File: src/rtl/lmd_pkg.sv
package lmd_pkg;
  localparam int unsigned SEG_NUM      = 13;
  localparam int unsigned SEG_SMALL    = 12;
  localparam longint unsigned LEG_BASE = 64'h000C0000;
  localparam longint unsigned SEG_STEP = 64'h00004000;
  localparam longint unsigned TOP_BASE = 64'h000F0000;
  localparam longint unsigned LEG_END  = 64'h000FFFFF;
  localparam longint unsigned HIGH_MEM = 64'h00100000;

  typedef enum logic {
    TGT_DRAM = 1'b0,
    TGT_IO   = 1'b1
  } tgt_e;

  function automatic longint unsigned seg_lo(int unsigned i);
    return (i < SEG_SMALL) ? LEG_BASE + i * SEG_STEP : TOP_BASE;
  endfunction

  function automatic longint unsigned seg_hi(int unsigned i);
    return (i < SEG_SMALL) ? LEG_BASE + (i + 1) * SEG_STEP - 1 : LEG_END;
  endfunction
endpackage

File: src/rtl/lmd_cfg_regs.sv
module lmd_cfg_regs #(
  parameter int unsigned ADDR_W  = 32,
  parameter int unsigned NUM_WIN = 3,
  parameter int unsigned SEG_NUM = 13,
  parameter int unsigned CFG_AW  = 4
) (
  input  logic                            clk,
  input  logic                            rst_n,
  input  logic                            cfg_we,
  input  logic [CFG_AW-1:0]               cfg_addr,
  input  logic [ADDR_W-1:0]               cfg_wdata,
  output logic [SEG_NUM-1:0]              seg_re,
  output logic [SEG_NUM-1:0]              seg_we,
  output logic [ADDR_W-1:0]               tolm,
  output logic [NUM_WIN-1:0]              win_en,
  output logic [NUM_WIN-1:0][ADDR_W-1:0]  win_base,
  output logic [NUM_WIN-1:0][ADDR_W-1:0]  win_size,
  output logic                            err_clr
);
  localparam int unsigned OFS_SEG = 0;
  localparam int unsigned OFS_TOP = 1;
  localparam int unsigned OFS_WIN = 2;
  localparam int unsigned OFS_EN  = OFS_WIN + 2 * NUM_WIN;
  localparam int unsigned OFS_CLR = OFS_EN + 1;

  logic [2*SEG_NUM-1:0] seg_ctl;

  always_ff @(posedge clk) begin
    if (!rst_n) begin
      seg_ctl <= '0;
      tolm    <= '0;
      win_en  <= '0;
    end else if (cfg_we) begin
      if (cfg_addr == CFG_AW'(OFS_SEG)) seg_ctl <= cfg_wdata[2*SEG_NUM-1:0];
      if (cfg_addr == CFG_AW'(OFS_TOP)) tolm    <= cfg_wdata;
      if (cfg_addr == CFG_AW'(OFS_EN))  win_en  <= cfg_wdata[NUM_WIN-1:0];
    end
  end

  for (genvar k = 0; k < NUM_WIN; k++) begin : g_win
    always_ff @(posedge clk) begin
      if (!rst_n) begin
        win_base[k] <= '0;
        win_size[k] <= '0;
      end else if (cfg_we) begin
        if (cfg_addr == CFG_AW'(OFS_WIN + 2*k))     win_base[k] <= cfg_wdata;
        if (cfg_addr == CFG_AW'(OFS_WIN + 2*k + 1)) win_size[k] <= cfg_wdata;
      end
    end
  end

  for (genvar i = 0; i < SEG_NUM; i++) begin : g_seg
    assign seg_re[i] = seg_ctl[2*i];
    assign seg_we[i] = seg_ctl[2*i+1];
  end

  assign err_clr = cfg_we && (cfg_addr == CFG_AW'(OFS_CLR)) && cfg_wdata[0];
endmodule

File: src/rtl/lmd_seg_decode.sv
module lmd_seg_decode #(
  parameter int unsigned ADDR_W  = 32,
  parameter int unsigned SEG_NUM = 13
) (
  input  logic [ADDR_W-1:0]  addr,
  input  logic               is_write,
  input  logic [SEG_NUM-1:0] seg_re,
  input  logic [SEG_NUM-1:0] seg_we,
  output logic               in_legacy,
  output logic               allow
);
  import lmd_pkg::*;

  logic [SEG_NUM-1:0] hit;

  for (genvar i = 0; i < SEG_NUM; i++) begin : g_hit
    localparam logic [ADDR_W-1:0] LO = ADDR_W'(seg_lo(i));
    localparam logic [ADDR_W-1:0] HI = ADDR_W'(seg_hi(i));
    assign hit[i] = (addr >= LO) && (addr <= HI);
  end

  always_comb begin
    in_legacy = |hit;
    allow     = |(hit & (is_write ? seg_we : seg_re));
    // segments never overlap
    assert_seg_onehot_R2: assert ($onehot0(hit));
  end
endmodule

File: src/rtl/lmd_window_match.sv
module lmd_window_match #(
  parameter int unsigned ADDR_W = 32
) (
  input  logic [ADDR_W-1:0] addr,
  input  logic              en,
  input  logic [ADDR_W-1:0] base,
  input  logic [ADDR_W-1:0] size,
  output logic              hit
);
  logic [ADDR_W:0] lim;

  assign lim = {1'b0, base} + {1'b0, size};
  assign hit = en && (addr >= base) && ({1'b0, addr} < lim);
endmodule

File: src/rtl/legacy_mem_decoder.sv
module legacy_mem_decoder #(
  parameter int unsigned ADDR_W  = 32,
  parameter int unsigned NUM_WIN = 3,
  parameter int unsigned CFG_AW  = 4
) (
  input  logic              clk,
  input  logic              rst_n,
  input  logic              req_valid,
  output logic              req_ready,
  input  logic [ADDR_W-1:0] req_addr,
  input  logic              req_write,
  input  logic              req_wb,
  output logic              rsp_valid,
  input  logic              rsp_ready,
  output logic              rsp_to_io,
  output logic              rsp_err,
  input  logic              cfg_we,
  input  logic [CFG_AW-1:0] cfg_addr,
  input  logic [ADDR_W-1:0] cfg_wdata,
  output logic              err_flag
);
  import lmd_pkg::*;

  localparam logic [ADDR_W-1:0] ONE_MB = ADDR_W'(HIGH_MEM);

  logic [SEG_NUM-1:0]             seg_re, seg_we;
  logic [ADDR_W-1:0]              tolm;
  logic [NUM_WIN-1:0]             win_en, win_hit;
  logic [NUM_WIN-1:0][ADDR_W-1:0] win_base, win_size;
  logic                           err_clr;
  logic                           in_legacy, seg_allow, in_main, to_dram, accept;
  tgt_e                           tgt;

  lmd_cfg_regs #(.ADDR_W(ADDR_W), .NUM_WIN(NUM_WIN), .SEG_NUM(SEG_NUM), .CFG_AW(CFG_AW)) u_cfg (
    .clk(clk), .rst_n(rst_n), .cfg_we(cfg_we), .cfg_addr(cfg_addr), .cfg_wdata(cfg_wdata),
    .seg_re(seg_re), .seg_we(seg_we), .tolm(tolm), .win_en(win_en),
    .win_base(win_base), .win_size(win_size), .err_clr(err_clr)
  );

  lmd_seg_decode #(.ADDR_W(ADDR_W), .SEG_NUM(SEG_NUM)) u_seg (
    .addr(req_addr), .is_write(req_write), .seg_re(seg_re), .seg_we(seg_we),
    .in_legacy(in_legacy), .allow(seg_allow)
  );

  for (genvar k = 0; k < NUM_WIN; k++) begin : g_win
    lmd_window_match #(.ADDR_W(ADDR_W)) u_win (
      .addr(req_addr), .en(win_en[k]), .base(win_base[k]), .size(win_size[k]),
      .hit(win_hit[k])
    );
  end

  assign in_main   = (req_addr >= ONE_MB) && (req_addr < tolm);
  assign to_dram   = (in_legacy && seg_allow) || (in_main && !(|win_hit));
  assign tgt       = to_dram ? TGT_DRAM : TGT_IO;
  assign req_ready = !rsp_valid || rsp_ready;
  assign accept    = req_valid && req_ready;

  always_ff @(posedge clk) begin
    if (!rst_n) begin
      rsp_valid <= 1'b0;
      rsp_to_io <= 1'b0;
      rsp_err   <= 1'b0;
    end else if (accept) begin
      rsp_valid <= 1'b1;
      rsp_to_io <= (tgt == TGT_IO);
      rsp_err   <= req_wb && (tgt == TGT_IO);
    end else if (rsp_ready) begin
      rsp_valid <= 1'b0;
    end
  end

  always_ff @(posedge clk) begin
    if (!rst_n)                                err_flag <= 1'b0;
    else if (accept && req_wb && tgt == TGT_IO) err_flag <= 1'b1;
    else if (err_clr)                          err_flag <= 1'b0;
  end

  assert_accept_latency_R9: assert property (@(posedge clk) disable iff (!rst_n)
    accept |=> rsp_valid);
  assert_stall_hold_R9: assert property (@(posedge clk) disable iff (!rst_n)
    rsp_valid && !rsp_ready |=> rsp_valid && $stable(rsp_to_io) && $stable(rsp_err));
  assert_err_targets_io_R7: assert property (@(posedge clk) disable iff (!rst_n)
    rsp_valid && rsp_err |-> rsp_to_io);
  assert_flag_cause_R7: assert property (@(posedge clk) disable iff (!rst_n)
    $rose(err_flag) |-> rsp_valid && rsp_err);
  assert_flag_sticky_R8: assert property (@(posedge clk) disable iff (!rst_n)
    err_flag && !err_clr |=> err_flag);
endmodule

File: config.mk
export PLATFORM = sky130hd
export DESIGN_NAME = legacy_mem_decoder
export DESIGN_NICKNAME = d
export VERILOG_FILES = /design/src/rtl/lmd_pkg.sv /design/src/rtl/lmd_cfg_regs.sv /design/src/rtl/lmd_seg_decode.sv /design/src/rtl/lmd_window_match.sv /design/src/rtl/legacy_mem_decoder.sv
export SDC_FILE = /design/constraint.sdc
export NUM_CORES = 1
export LEC_CHECK = 0
export ABC_CLOCK_PERIOD_IN_PS = 4270
export CORE_ASPECT_RATIO = 0.5
export CORE_MARGIN = 2
export CORE_UTILIZATION = 35
export DETAILED_ROUTE_END_ITERATION = 16
export PLACE_DENSITY = 0.53
export SETUP_SLACK_MARGIN = 0.3
export SLEW_MARGIN = 20
export SYNTH_ARGS = -nofsm -noshare
export SYNTH_HDL_FRONTEND = slang
export SYNTH_SLANG_ARGS = --single-unit
File: constraint.sdc
create_clock -name clk -period 4.27 [get_ports clk]
set_clock_uncertainty 0.15 [all_clocks]
set_input_delay 0.854 -clock clk [delete_from_list [all_inputs] [get_ports clk]]
set_output_delay 0.854 -clock clk [all_outputs]
set_load 0.02 [all_outputs]
Word-level counts from Yosys, hierarchy flattened. Index checks and enable logic that the tools add are counted.

Bits in registers: 257. Input port bits: 75. Output and inout port bits: 5. Word-level logic and storage cells: 113.

Add/sub/neg operators: 3. Magnitude comparators: 34. Equal/unequal tests: 9. Muxes and demuxes: 6. Bitwise gates (word level): 1. Reduce and logical (&&, ||, !) cells: 47.

Operator list (number): >= comparator 32 x 20 -> 1 bit, second input constant (13); less-or-equal comparator 32 x 20 -> 1 bit, second input constant (13); adder 32 x 32 -> 33 bit (3); < comparator 32 x 33 -> 1 bit (3); >= comparator 32 bit (3); >= comparator 32 x 21 -> 1 bit, second input constant (1); < comparator 32 bit (1); logical AND 1 bit (28); OR reduction 13 bit (2); AND reduction 2 bit (9); == test 4 x 3 -> 1 bit, second input constant (4); bitwise AND 13 bit (1); two-way mux 13 bit (1); == test 4 x 2 -> 1 bit, second input constant (2); == test 4 bit, second input constant (2); two-way mux 1 bit (5); == test 4 x 1 -> 1 bit, second input constant (1); logical NOT 4 bit (1); nonzero test 2 bit (2); OR reduction 3 bit (1); logical NOT 1 bit (2); logical OR 1 bit (2).

Longest topological paths before layout.
Depth in word-level cells: 10. Gate-level depth with buffers: 22.

Modules after synthesis. Synthesis repeated with hierarchy kept, for this count alone.

Cell total of the unflattened synthesis: 2278. Area total of the unflattened synthesis: 19701.4 µm².

By module, submodules not included: lmd_cfg_regs (instances 1, cells each 867, area each 9081.2 µm²); lmd_window_match at g_win[1].u_win ... (instances 2, cells each 420, area each 3164.3 µm²); lmd_window_match at g_win[0].u_win (instances 1, cells each 393, area each 2996.6 µm²); legacy_mem_decoder (instances 1, cells each 138, area each 984.7 µm²); lmd_seg_decode (instances 1, cells each 40, area each 310.3 µm²).

Worst setup path after synthesis. No wires, ideal clock.

Path kind: register to register. From: register u_cfg.win_size[32] (netlist bit). To: register rsp_to_io. Library setup time: 0.101 ns. Data arrival time: 4.203 ns. Data required time: 4.019 ns. Slack: -0.184 ns. Stages on the path, launching flop included: 21. Buffers on the path: 0. Clock period less this slack: 4.454 ns. Path through: dfxtp_1 > ha_1 > fa_1 > a211oi_1 > nor2_1 > o311ai_0 > nand2_1 > a21boi_1 > a211oi_1 > nor2b_1 > o2111a_1 > a311oi_1 > ha_1 > a21o_1 > a211oi_1 > nand2_1 > a311oi_1 > a31oi_1 > a21bo_2 > a2111oi_4 > o41ai_1.

Cells in the longest elaborated chain, start to end: 8.

RTL lines: start, declared (line lmd_cfg_regs.sv:17) `output logic [NUM_WIN-1:0][ADDR_W-1:0] win_size,`; start signal, assigned by index (line lmd_cfg_regs.sv:47) `if (cfg_addr == CFG_AW'(OFS_WIN + 2*k + 1)) win_size[k] <= cfg_wdata;`; adder 32 x 32 -> 33 bit (line lmd_window_match.sv:12) `assign lim = {1'b0, base} + {1'b0, size};`; < comparator 32 x 33 -> 1 bit (line lmd_window_match.sv:13) `assign hit = en && (addr >= base) && ({1'b0, addr} < lim);`; logical AND 1 bit (line lmd_window_match.sv:13); OR reduction 3 bit (line legacy_mem_decoder.sv:53) `assign to_dram = (in_legacy && seg_allow) || (in_main && !(|win_hit));`; logical NOT 1 bit (line legacy_mem_decoder.sv:53); logical AND 1 bit (line legacy_mem_decoder.sv:53); logical OR 1 bit (line legacy_mem_decoder.sv:53); two-way mux 1 bit (line legacy_mem_decoder.sv:54) `assign tgt = to_dram ? TGT_DRAM : TGT_IO;`; end signal, assigned (line legacy_mem_decoder.sv:65) `rsp_to_io <= (tgt == TGT_IO);`; end, declared (line legacy_mem_decoder.sv:15) `output logic rsp_to_io,`.

No other way between the ends. A chain may end at the register's enable or synchronous reset.

Worst setup path after layout.
From: register u_cfg.win_size[50] (netlist bit). To: register rsp_err.

Cells in the longest elaborated chain, start to end: 9.

RTL lines: adder 32 x 32 -> 33 bit (line lmd_window_match.sv:12); < comparator 32 x 33 -> 1 bit (line lmd_window_match.sv:13); logical AND 1 bit (line lmd_window_match.sv:13); OR reduction 3 bit (line legacy_mem_decoder.sv:53); logical NOT 1 bit (line legacy_mem_decoder.sv:53); logical AND 1 bit (line legacy_mem_decoder.sv:53); logical OR 1 bit (line legacy_mem_decoder.sv:53); two-way mux 1 bit (line legacy_mem_decoder.sv:54); logical AND 1 bit (line legacy_mem_decoder.sv:66) `rsp_err <= req_wb && (tgt == TGT_IO);`; end signal, assigned (line legacy_mem_decoder.sv:66); end, declared (line legacy_mem_decoder.sv:16) `output logic rsp_err,`.

No other way between the ends.

==> results by group <==
Layout
  – Share of layout cells above drive strength 1: 0.1670
  – Commonest non-fill, non-tap cell in the layout: nand2_1
  – # fillers: 5612
  – N_diodes: 0
  – Nets@finish: 3210
  – Utilization after layout: 0.4469
  – Commonest non-fill, non-tap cells in the layout: 584 x nand2_1, 330 x buf_4, 311 x ha_1, 252 x a21boi_0, 252 x dfxtp_1
  – Synth-to-layout area growth: 26.28%
  – FF/Latch Area: 0.005151 mm2
  – Multi-input gate area: 0.01384 mm2
  – Final Cell Area: 0.02483 mm2

Logic synthesis
  – Largest family of logic cells by synthesized area: compound AO/OA/AOI/OAI gates
  – Syn Std Cell Area: 0.01967 mm2
  – Gate Count Post-Synth: 2490
  – Area share of the largest cell type after synthesis: 0.2616
  – Yosys warnings: 0
  – Syn_area_per_cell: 7.898 um2
  – Syn Nets: 2884
  – Mux cell area share after synthesis: 0.009225
  – Number of synthesized register bits: 257
  – Adder-cell share of the synthesized area: 0.2041
  – Yosys top cell by area: dfxtp_1
  – Synth Area in Simple Gates: 0.1867
  – Synth async-reset ratio: 0
  – Synth Area in XOR/XNOR: 0.03785
  – Synth area leaders: dfxtp_1 26%, ha_1 20%, nand2_1 11%
  – Post-synthesis compound-gate area fraction: 0.2445
  – Seq/Total Area, Yosys: 0.2616
  – Netlist cell types: 72
  – Post-synth EDFFs: 0
  – Primary FF master, synth: dfxtp_1

Pwr
  – LEAKAGE: 10.22 nW
  – PwrDens: 242.0 mW/mm2
  – VDD IR max: 319.2 uV
  – Total power: 6.010 mW

Global route
  – Global-route wire length before repair: 97150 um
  – Largest net degree at the start of global routing: 129
  – Initial antenna violation count: 0
  – Total track usage: 0.2094
  – Grt ovf: 0
  – Vias in the first global route: 17130

Placement
  – Global placer's final weighted congestion: 0.9126
  – Dpl cell area: 0.02341 mm2
  – Hpwl dp: 47210 um
  – PortBufs: 79
  – Pre-CTS setup slack: -0.7241 ns

Die
  – I/O Pins: 80
  – Initial Util: 0.3539
  – Die H: 171.6 um
  – Die width: 339.2 um
  – Area of the core: 0.05556 mm2
  – Die area: 0.05822 mm2
  – Std cell rows: 61

Routing
  – Vias/cell: 5.034
  – DR WL/cell: 17.18 um
  – Final wirelength: 61730 um
  – First DRT Iteration DRCs: 1014
  – DRT Pass-1 Iters: 5
  – DR vias: 18090
  – DRC: 0
  – Post-route ant nets: 0

Worst setup path
  – R2R Setup Slk: -0.51 ns
  – CP Launch Type: flip-flop
  – Critical path data required time: 4.60 ns
  – WS Path Type: flip-flop to flip-flop
  – CP endpoint kind: flip-flop
  – Max Fanout on Critical Path: 4
  – Critical Path AT: 5.12 ns

STA
  – Max Fclk: 209.1 MHz
  – Relative slew margins: 0.4558
  – RSZ-0062 raised after global routing: yes
  – Slew Viols, Final: 0
  – Setup ws final: -0.5119 ns
  – Final hold violations: 0
  – Period utilization: 1.120
  – Final setup violation count: 3
  – Fin crit period: 4.782 ns
  – Post-Route Setup TNS: -1.518 ns
  – Worst-margin pin slew: 0.8137 ns

CTS
  – TritonCTS buffer count: 29
  – Root buf cell: clkbuf_16
  – CTS H-Tree Depth: 1
  – Skew-Pair Late Insertion Delay: 0.60 ns
  – CTS clk-pin slew, worst paths: 0.07 ns
  – Clock buffer depth: 3
  – Clk sinks: 257
  – TritonCTS clock tree: yes

Outcome
  – Failing checks: negative setup slack
  – Outcome: finished, violations left

Job
  – Max cap viols: 0

Min path
  – Worst hold-check path type: flip-flop to flip-flop
## worst max-delay path: stages (launching register included)
cell	delay, ns
dfxtp_1	0.32
ha_1	0.37
nand4_1	0.21
a211oi_2	0.28
nand3_1	0.16
o21ai_4	0.23
a21oi_2	0.09
buf_4	0.15
a21o_1	0.22
o311ai_4	0.27
buf_4	0.17
o21a_1	0.14
xnor2_1	0.07
ha_1	0.33
a211oi_4	0.09
a211oi_2	0.20
o211ai_1	0.14
a31oi_1	0.16
a21bo_2	0.26
a2111oi_4	0.39
buf_4	0.18
o21ai_1	0.06
## area by class of cell
cell class,instances,area share
clock buffers,38,0.03260
clock inverters,15,0.007255
inverters,153,0.02313
multi-input cells,1963,0.5574
flip-flops and latches,257,0.2074
well taps,756,0.03809
repair buffers,412,0.1341
## flip-flops by register name, indices dropped and copies added (netlist names)
name and count:
u_cfg.win_base 96, u_cfg.win_size 96, u_cfg.tolm 32, u_cfg.seg_ctl 26, u_cfg.win_en 3, err_flag 1, rsp_err 1, rsp_to_io 1
rsp_valid 1
## synthesized netlist by cell type (all sizes together), types with 10 or more instances
cell type,n
a21oi,131
nand4,34
o21ai,87
o31ai,11
inv,153
and3,14
nor2b,21
nand3,40
o211ai,10
buf,25
ha,316
a21o,72
xnor2,47
a21boi,256
nand2,587
xor2,38
nor3,15
o21bai,17
o21a,11
nand2b,23
and4,12
clkbuf,92
a31oi,12
nor2,65
a211oi,32
dfxtp,257
## repair_timing
action | in CTS | in global routing
gates resized for setup | 50 | 38
pin swaps | 30 | 24
hold buffers | 0 | 0
endpoints found under the setup margin | 3 | 3
gates cloned | 0 | 0
setup buffers | 5 | 3
## cells by family (layout without fill, tap and decap cells)
group,Yosys count,after routing
muxes,13,13
DFF,257,257
adders and majority gates,319,319
and+or+nand+nor,850,850
xor gates and xnor gates,85,85
AOI/OAI and AO/OA,696,696
buffers and inverters,270,618
## final timing paths
check                                       start                            end  cells after the start
hold / removal      u_cfg.seg_ctl[2]$_SDFFE_PN0P_  u_cfg.seg_ctl[2]$_SDFFE_PN0P_                      2
setup reg to reg  u_cfg.win_size[50]$_SDFFE_PN0P_           rsp_err$_SDFFE_PN0P_                     21
setup / recovery  u_cfg.win_size[50]$_SDFFE_PN0P_           rsp_err$_SDFFE_PN0P_                     21
hold reg to reg     u_cfg.seg_ctl[2]$_SDFFE_PN0P_  u_cfg.seg_ctl[2]$_SDFFE_PN0P_                      2
## layer usage
metal  vias up  share of wire  track usage
met4         0          0.017      0.03848
li1       9365              -            -
met3        63          0.040      0.02840
met2       249           0.44       0.3408
met5         -              0            0
met1      8416           0.51       0.2971
## through the flow
stage	cells	hold WS [ns]
after floorplan	2490	0.2900
after global placement	3533	0.3001
after detailed placement	3533	0.3073
after CTS	3591	0.3161
after global routing	3594	0.3337
final	3594	0.3122
## power by group
part | total [mW] | internal [mW] | leakage (nW) | switching, mW
registers | 2.45 | 2.43 | 2.08 | 0.0221
clock network | 2.69 | 1.52 | 0.479 | 1.16
logic | 0.872 | 0.392 | 7.66 | 0.480
(Power assumes the default switching activity.)
